## src/rtl/tau_pkg.sv

```systemverilog
package tau_pkg;
  localparam int FIELD_W = 20;
  localparam int WORD_BYTES = 3;

  typedef enum logic [1:0] {
    AM_SIMPLE = 2'b00,
    AM_IMMED  = 2'b01,
    AM_INDIR  = 2'b10,
    AM_NORMAL = 2'b11
  } amode_e;

  typedef struct packed {
    logic n;
    logic i;
    logic x;
    logic b;
    logic p;
    logic e;
  } flags_t;

  // single-byte opcode set: Cx and Fx rows, steps of 4, first three columns
  function automatic logic is_one_byte(input logic [7:0] op);
    return (op[1:0] == 2'b00) && (op[3:2] != 2'b11) &&
           ((op[7:4] == 4'hC) || (op[7:4] == 4'hF));
  endfunction

  // two-byte opcode set: 0x90 through 0xB8 in steps of 4
  function automatic logic is_two_byte(input logic [7:0] op);
    return (op[1:0] == 2'b00) && (op >= 8'h90) && (op <= 8'hB8);
  endfunction
endpackage

```

## src/rtl/tau_decode.sv

```systemverilog
module tau_decode
  import tau_pkg::*;
(
  input  logic [31:0]        ins,
  output logic [2:0]         len,
  output logic               short_fmt,
  output flags_t             flg,
  output logic [3:0]         r1,
  output logic [3:0]         r2,
  output logic [11:0]        f12,
  output logic [FIELD_W-1:0] f20
);
  logic [7:0] op;
  logic       one_b;
  logic       two_b;

  assign op    = ins[31:24];
  assign one_b = is_one_byte(op);
  assign two_b = is_two_byte(op);
  assign f12   = ins[19:8];
  assign f20   = ins[19:0];

  always_comb begin
    short_fmt = one_b || two_b;
    flg       = '0;
    r1        = '0;
    r2        = '0;
    if (one_b) begin
      len = 3'd1;
    end else if (two_b) begin
      len = 3'd2;
      r1  = ins[23:20];
      r2  = ins[19:16];
    end else begin
      flg = '{n: op[1], i: op[0], x: ins[23], b: ins[22], p: ins[21], e: ins[20]};
      len = ins[20] ? 3'd4 : 3'd3;
    end
  end
endmodule

```

## src/rtl/tau_addr_calc.sv

```systemverilog
module tau_addr_calc
  import tau_pkg::*;
#(
  parameter int ADDR_W = 20
) (
  input  flags_t             flg,
  input  logic [2:0]         len,
  input  logic [11:0]        f12,
  input  logic [FIELD_W-1:0] f20,
  input  logic [ADDR_W-1:0]  pc,
  input  logic [ADDR_W-1:0]  base_reg,
  input  logic [ADDR_W-1:0]  index_reg,
  output logic [ADDR_W-1:0]  ta
);
  logic [ADDR_W-1:0] next_pc;
  logic [ADDR_W-1:0] base;
  logic [ADDR_W-1:0] off;
  logic [ADDR_W-1:0] idx;

  assign next_pc = pc + ADDR_W'(len);
  assign idx     = flg.x ? index_reg : '0;

  always_comb begin
    base = '0;
    off  = flg.e ? ADDR_W'(f20) : ADDR_W'(f12);
    if (flg.b && !flg.p) begin
      base = base_reg;
    end else if (flg.p && !flg.b) begin
      base = next_pc;
      if (!flg.e) off = ADDR_W'($signed(f12));
    end
  end

  assign ta = base + off + idx;
endmodule

```

## src/rtl/tau_ind_fetch.sv

```systemverilog
module tau_ind_fetch
  import tau_pkg::*;
#(
  parameter int ADDR_W = 20,
  parameter int RD_LAT = 2
) (
  input  logic              clk,
  input  logic              rst_n,
  input  logic              start,
  input  logic [ADDR_W-1:0] start_addr,
  output logic              done,
  output logic [ADDR_W-1:0] word,
  output logic              mem_req,
  input  logic              mem_gnt,
  output logic [ADDR_W-1:0] mem_addr,
  input  logic [7:0]        mem_rdata
);
  localparam int CW = $clog2(RD_LAT + 1);
  localparam int IW = $clog2(WORD_BYTES + 1);

  typedef enum logic [1:0] {F_IDLE, F_REQ, F_WAIT} fst_e;

  fst_e              st;
  logic [CW-1:0]     cnt;
  logic [IW-1:0]     idx;
  logic [ADDR_W-1:0] addr;

  always_ff @(posedge clk) begin
    if (!rst_n) begin
      st   <= F_IDLE;
      cnt  <= '0;
      idx  <= '0;
      addr <= '0;
      word <= '0;
      done <= 1'b0;
    end else begin
      done <= 1'b0;
      unique case (st)
        F_IDLE: if (start) begin
          addr <= start_addr;
          idx  <= '0;
          st   <= F_REQ;
        end
        F_REQ: if (mem_gnt) begin
          cnt <= CW'(RD_LAT);
          st  <= F_WAIT;
        end
        F_WAIT: begin
          if (cnt == CW'(1)) begin
            word <= {word[ADDR_W-9:0], mem_rdata};
            if (idx == IW'(WORD_BYTES - 1)) begin
              done <= 1'b1;
              st   <= F_IDLE;
            end else begin
              idx  <= idx + IW'(1);
              addr <= addr + ADDR_W'(1);
              st   <= F_REQ;
            end
          end else begin
            cnt <= cnt - CW'(1);
          end
        end
        default: st <= F_IDLE;
      endcase
    end
  end

  assign mem_req  = (st == F_REQ);
  assign mem_addr = addr;
endmodule

```

## src/rtl/tgt_addr_unit.sv

```systemverilog
module tgt_addr_unit
  import tau_pkg::*;
#(
  parameter int ADDR_W = 20,
  parameter int RD_LAT = 2
) (
  input  logic              clk,
  input  logic              rst_n,
  input  logic              in_valid,
  output logic              in_ready,
  input  logic [31:0]       in_bytes,
  input  logic [ADDR_W-1:0] in_pc,
  input  logic [ADDR_W-1:0] reg_b,
  input  logic [ADDR_W-1:0] reg_x,
  output logic              out_valid,
  input  logic              out_ready,
  output logic [2:0]        out_len,
  output logic [1:0]        out_mode,
  output logic [5:0]        out_flags,
  output logic [3:0]        out_r1,
  output logic [3:0]        out_r2,
  output logic [ADDR_W-1:0] out_ta,
  output logic              mem_req,
  input  logic              mem_gnt,
  output logic [ADDR_W-1:0] mem_addr,
  input  logic [7:0]        mem_rdata
);
  typedef enum logic [1:0] {S_IDLE, S_FETCH, S_OUT} st_e;

  st_e               st;
  logic [2:0]        d_len;
  logic              d_short;
  flags_t            d_flg;
  logic [3:0]        d_r1;
  logic [3:0]        d_r2;
  logic [11:0]       d_f12;
  logic [FIELD_W-1:0] d_f20;
  logic [ADDR_W-1:0] c_ta;
  logic              accept;
  logic              go_ind;
  logic              f_done;
  logic [ADDR_W-1:0] f_word;

  tau_decode u_dec (
    .ins(in_bytes), .len(d_len), .short_fmt(d_short), .flg(d_flg),
    .r1(d_r1), .r2(d_r2), .f12(d_f12), .f20(d_f20)
  );

  tau_addr_calc #(.ADDR_W(ADDR_W)) u_calc (
    .flg(d_flg), .len(d_len), .f12(d_f12), .f20(d_f20),
    .pc(in_pc), .base_reg(reg_b), .index_reg(reg_x), .ta(c_ta)
  );

  assign in_ready  = (st == S_IDLE);
  assign out_valid = (st == S_OUT);
  assign accept    = in_valid && in_ready;
  assign go_ind    = accept && !d_short && d_flg.n && !d_flg.i;

  tau_ind_fetch #(.ADDR_W(ADDR_W), .RD_LAT(RD_LAT)) u_fetch (
    .clk(clk), .rst_n(rst_n), .start(go_ind), .start_addr(c_ta),
    .done(f_done), .word(f_word),
    .mem_req(mem_req), .mem_gnt(mem_gnt), .mem_addr(mem_addr), .mem_rdata(mem_rdata)
  );

  always_ff @(posedge clk) begin
    if (!rst_n) begin
      st        <= S_IDLE;
      out_len   <= '0;
      out_mode  <= '0;
      out_flags <= '0;
      out_r1    <= '0;
      out_r2    <= '0;
      out_ta    <= '0;
    end else begin
      unique case (st)
        S_IDLE: if (accept) begin
          out_len   <= d_len;
          out_mode  <= {d_flg.n, d_flg.i};
          out_flags <= d_flg;
          out_r1    <= d_r1;
          out_r2    <= d_r2;
          out_ta    <= d_short ? '0 : c_ta;
          st        <= go_ind ? S_FETCH : S_OUT;
        end
        S_FETCH: if (f_done) begin
          out_ta <= f_word;
          st     <= S_OUT;
        end
        S_OUT: if (out_ready) st <= S_IDLE;
        default: st <= S_IDLE;
      endcase
    end
  end
endmodule

```

## config.mk

```make
export PLATFORM = sky130hd
export DESIGN_NAME = tgt_addr_unit
export DESIGN_NICKNAME = d
export VERILOG_FILES = /design/src/rtl/tau_pkg.sv /design/src/rtl/tau_decode.sv /design/src/rtl/tau_addr_calc.sv /design/src/rtl/tau_ind_fetch.sv /design/src/rtl/tgt_addr_unit.sv
export SDC_FILE = /design/constraint.sdc
export NUM_CORES = 1
export LEC_CHECK = 0
export ABC_AREA = 1
export BUFFER_PORTS_ARGS = -buffer_cell sky130_fd_sc_hd__buf_2
export CORE_UTILIZATION = 40
export CTS_CLUSTER_SIZE = 10
export DETAILED_ROUTE_END_ITERATION = 8
export GPL_TIMING_DRIVEN = 0
export PLACE_DENSITY = 0.69
export REMOVE_ABC_BUFFERS = 1
export SETUP_SLACK_MARGIN = 0.15
export SYNTH_ARGS = -nofsm -noshare
export SYNTH_HDL_FRONTEND = slang
export SYNTH_SLANG_ARGS = --single-unit
```

## constraint.sdc

```tcl
create_clock -name clk -period 8.8 [get_ports clk]
set_input_delay 0.88 -clock clk [delete_from_list [all_inputs] [get_ports clk]]
set_output_delay 0.88 -clock clk [all_outputs]
set_load 0.02 [all_outputs]
```

==> impl_metrics.ini, run 1 <==
[routing]
wl_um = 19700
drt-wirelength-per-cell_um = 14.8
vias = 6839
drc_errors = 0
dr.pass1.iters = 5
vias_per_cell = 5.13
antenna_left = 0
drtIter0Drc = 618

[cells_and_area]
final_common_cell = nand2_1
final_cell_mix = nand2_1, buf_2, inv_1, a21oi_1, dfxtp_1
nFillCells = 1672
multi_input_area_um2 = 4200
regArea_um2 = 1700
area_growth_pct = 19.2
antenna_cells = 0
drive_gt1_share_pct = 21.5
fin_nets = 1260
instances_no_fill = 1332

[global_route]
grt_pass1_vias = 6309
grt_max_degree = 60
grt_antenna_before_repair = 0
grt_use_total_pct = 23.7
grt_pass1_wl_um = 31100
overflow = 0

[clock_tree]
post_cts_resized = 0
clockBufferDepth = 2
cts_tree = built
clock_latency_ns = 0.35
cts_setup_buffers = 0
cts_buffers = 9
clkTransAtPathRegs_ns = 0.07
htree_levels = 3
clkSinkCount = 85
root_buffer = clkbuf_16
ctsHoldBuffers = 0

[synth]
yosysTopAreaCell = dfxtp_1
yosys-top-cells-area = dfxtp_1, nand2_1, a21oi_1
ys_seq_area_share_pct = 25.7
synth.avg_cell_area_um2 = 6.82
synth_top_area_share_pct = 25.7
syn_inst = 972
synth_warnings = 0
synth_cell_types = 56
synth_area_um2 = 6630
synth-seq-cells = 85

[critical_path]
critPathMaxFanout = 8
required_ns = 9.06
path_delay_family = compound AO/OA/AOI/OAI gates
crit_arrival_ns = 5.60
critPathKind = in -> reg
worst_setup_path_start_kind = input pin
critPathSlowestCell = fa_1
cp-end-kind = register
path_buf_inv = 5
cpPeakStageDelay_ns = 0.49

[flow_run]
maxCapViolations = 0

[power_and_ir_drop]
p_leak_nw = 4.01
power.density_nw_per_um2 = 177
p_total_mw = 1.40
vdd_drop_max_mv = 0.108

[sta]
finClkSkew_ns = 0.00714
setup_viol = 0
tightest_slew_ns = 1.29
relSlewSlack_pct = 13.5
fin_crit_ns = 5.34
whs_ns = 0.461
slew_violations = 0
fmax_mhz = 187
hold_viol = 0
tns_ns = 0
finalCritPeriodShare_pct = 60.6
rsz0062_at_grt = false

[die]
fp.dieArea_um2 = 17100
core-area_um2 = 16100
die_y_um = 131
die_w_um = 131
initial_core_util_pct = 41.3
rows = 46
ios = 167

[place]
portBuffers = 166
dp_cells = 1316
dp_hpwl_um = 15400
gp_congestion = 0.864

[worst_hold_path]
hp-class = reg -> reg

[status]
status = completed
-- logic make-up (layout without fill, tap and decap cells) --
logic type / count (synthesis) / after routing / share of synthesized area [%]
buf+inv: 187 / 331 / 11.0
mux: 11 / 11 / 1.66
compound gates: 243 / 243 / 20.2
flops: 85 / 85 / 25.7
simple gates: 374 / 374 / 27.1
xor+xnor: 28 / 28 / 3.70
fa+ha+maj: 44 / 44 / 10.7
-- worst paths after layout --
check	end	slack, ns	startpoint	cells after the start
min	out_r1[2]$_SDFFE_PN0P_	0.46	out_r1[2]$_SDFFE_PN0P_	2
min reg2reg	out_r1[2]$_SDFFE_PN0P_	0.46	out_r1[2]$_SDFFE_PN0P_	2
max	u_fetch.mem_addr[14]$_SDFFE_PN0P_	3.46	in_bytes[25]	28
max reg2reg	u_fetch.mem_addr[12]$_SDFFE_PN0P_	5.25	u_fetch.st[0]$_SDFFE_PN0P_	9
-- area by class of cell --
type / instances / area share [%]
Multi-Input combinational cell: 700 / 53.2
Sequential cell: 85 / 21.5
Timing Repair Buffer: 167 / 10.7
Inverter: 148 / 7.03
Tap cell: 216 / 3.42
Clock buffer: 9 / 2.85
Clock inverter: 7 / 1.24
-- per-stage QoR --
step	cell area (um2)	util, %	setup slack, ns
floorplan	6460	-	3.96
global placement	7560	47.1	3.16
detailed placement	7580	47.2	3.12
CTS	7900	49.2	3.46
global route	7900	49.2	3.06
finish	7900	49.2	3.46
-- flip-flops by register name, indices dropped and copies added (netlist names) --
| signal | flops |
|---|---|
| u_fetch.done | 1 |
| u_fetch.idx | 2 |
| u_fetch.word | 20 |
| st | 2 |
| out_len | 2 |
| out_r2 | 4 |
| u_fetch.mem_addr | 20 |
| out_ta | 20 |
| u_fetch.st | 2 |
| out_r1 | 4 |
| out_mode | 2 |
| u_fetch.cnt | 2 |
| out_flags | 4 |
-- metal layers --
layer  track usage, %  routed length, um
met5                0                  0
met4             7.30                460
met3             4.11               1090
met2             39.3               9120
met1             31.2               9040
-- report_power, final --
group	total, mW	internal, mW	switching, mW
combinational	0.530	0.176	0.355
clock	0.418	0.250	0.168
sequential	0.447	0.419	0.0282
total	1.40	0.845	0.551
-- cells in the mapped netlist (all sizes together) --
cell type  instances
a32oi              2
mux2i             11
nor4               4
o21bai             7
nand3b             1
a211oi             4
a31oi              6
a21boi             1
a21o               1
nand2            205
a31o               2
a21oi            108
a22o               2
clkbuf            25
buf               14
nand4             15
inv              145
ha                23
o211ai             5
o31ai              2
or3                1
o22ai              1
nor3b              3
xnor2              6
o211a              2
fa                21
o21ai             93
clkinv             3
nand3             40
o311ai             1
a221oi             3
a22oi              2
xor2              22
nor3              16
nor2              87
dfxtp             85
o221a              1
or2                2
-- worst register-to-register path, delay by kind of cell (launching register included) --
family / cells / cell delay [ns]
DFF: 1 / 0.32
AOI/OAI and AO/OA: 4 / 0.70
buffers and inverters: 3 / 0.61
and+or+nand+nor: 2 / 1.84
Note: power is estimated with default switching activity, not from simulation.
==> run 2: changes to the inputs <==
Settings changed: PLACE_DENSITY 0.69 to 0.71.
Clock period 8.8 ns to 4.3 ns, I/O delays scaled along.
==> impl_metrics.ini, run 2 (synthesis gave the netlist of run 1 again) <==
[sta]
relSlewSlack_pct = 24.9
fin_ws_ns = 0.0637
setup_viol = 0
fmax_mhz = 236
tightest_slew_ns = 1.12
finalCritPeriodShare_pct = 98.5
fin_crit_ns = 4.24
tns_ns = 0
rsz0062_at_grt = true
hold_viol = 0
slew_violations = 0
finClkSkew_ns = 0.00738

[routing]
antenna_left = 0
vias_per_cell = 5.30
drtIter0Drc = 890
drc_errors = 0
drt-wirelength-per-cell_um = 16.2
vias = 7353
wl_um = 22500
dr.pass1.iters = 5

[global_route]
grt_pass1_vias = 6987
grt_antenna_before_repair = 0
overflow = 0
grt_use_total_pct = 25.7
grt_pass1_wl_um = 34200
grt_max_degree = 60

[cells_and_area]
final_common_cell = nand2_1
antenna_cells = 0
fin_area_um2 = 9140
drive_gt1_share_pct = 36.0
multi_input_area_um2 = 4960
fin_nets = 1316
regArea_um2 = 1700
post-route-util_pct = 56.9
area_growth_pct = 37.9
nFillCells = 1449
final_cell_mix = nand2_1, buf_2, inv_1, dfxtp_1, a21oi_1

[die]
fp.dieArea_um2 = 17100
rows = 46
initial_core_util_pct = 41.3
core-area_um2 = 16100
ios = 167
die_y_um = 131
die_w_um = 131

[critical_path]
worstRegToRegCells = 9
cp-end-kind = register
cpPeakStageDelay_ns = 0.55
required_ns = 4.50
crit_arrival_ns = 4.44
critPathSlowestCell = fa_1
critPathKind = in -> reg
critPathMaxFanout = 5
worst_setup_path_start_kind = input pin

[clock_tree]
root_buffer = clkbuf_16
clockBufferDepth = 2
htree_levels = 3
clock_latency_ns = 0.35
clkSinkCount = 85
clkTransAtPathRegs_ns = 0.07
cts_tree = built
cts_buffers = 9

[status]
status = completed

[power_and_ir_drop]
p_leak_nw = 4.39
p_total_mw = 3.20
vdd_drop_max_mv = 0.191
power.density_nw_per_um2 = 350

[place]
portBuffers = 166
placed_area_um2 = 7570
dp_hpwl_um = 15100
dp_slack_ns = -0.896
gp_congestion = 0.844

[flow_run]
maxCapViolations = 0

[worst_hold_path]
hp-class = in -> reg
whs_path_depth = 3
## run 2: cell type report
type                       instances  share of cell area (%)
inverter                         148                    6.24
clock buffer                      10                    2.62
multi-input combinational        700                    54.3
timing repair buffer             222                    14.8
clock inverter                     5                   0.383
sequential                        85                    18.6
timing repair inverter             1                  0.0821
tap                              216                    2.96
## run 2: path summary, 6_finish.rpt
check                             startpoint                                end  slack (ns)
setup reg to reg  u_fetch.st[0]$_SDFFE_PN0P_  u_fetch.mem_addr[12]$_SDFFE_PN0P_        0.83
hold reg to reg    out_flags[2]$_SDFFE_PN0P_          out_flags[2]$_SDFFE_PN0P_        0.46
setup / recovery                in_bytes[24]  u_fetch.mem_addr[16]$_SDFFE_PN0P_        0.06
hold / removal                  mem_rdata[7]       u_fetch.word[7]$_SDFFE_PN0P_        0.30
## run 2: metrics by stage
step	hold WS [ns]	std cells
2_1_floorplan	0.444	933
6_report	0.303	1387
4_1_cts	0.303	1369
3_5_place_dp	0.456	1316
3_3_place_gp	0.450	1315
5_1_grt	0.310	1387
## run 2: worst max-delay path: cells and delay by family
kind	cells	cell delay, ns
AO/OA/AOI/OAI	8	0.89
adder cells (fa/ha/maj)	3	1.13
AND/OR/NAND/NOR	13	1.35
buffers and inverters	6	0.63
## run 2: what timing repair did
action | in CTS | in global routing
setup buffers | 37 | 18
pin swaps | 59 | 73
endpoints found under the hold margin | 0 | 0
cloned | 1 | 0
gates resized for setup | 93 | 113
hold buffers | 0 | 0
endpoints found under the setup margin | 27 | 24
## run 2: metal layers
metal	up-vias	part of all wire [%]	track usage, %
met4	0	3.9	10.3
met3	72	7.7	4.60
met5	-	0	0
met2	315	47	41.9
li1	3566	-	-
met1	3400	42	33.6
## run 2: report_power, final
| group | internal (mW) | total, mW | switching [mW] | leakage [nW] |
|---|---|---|---|---|
| registers | 0.858 | 0.917 | 0.0591 | 0.694 |
| clock network | 0.405 | 0.728 | 0.324 | 0.135 |
| logic | 0.606 | 1.55 | 0.947 | 3.56 |
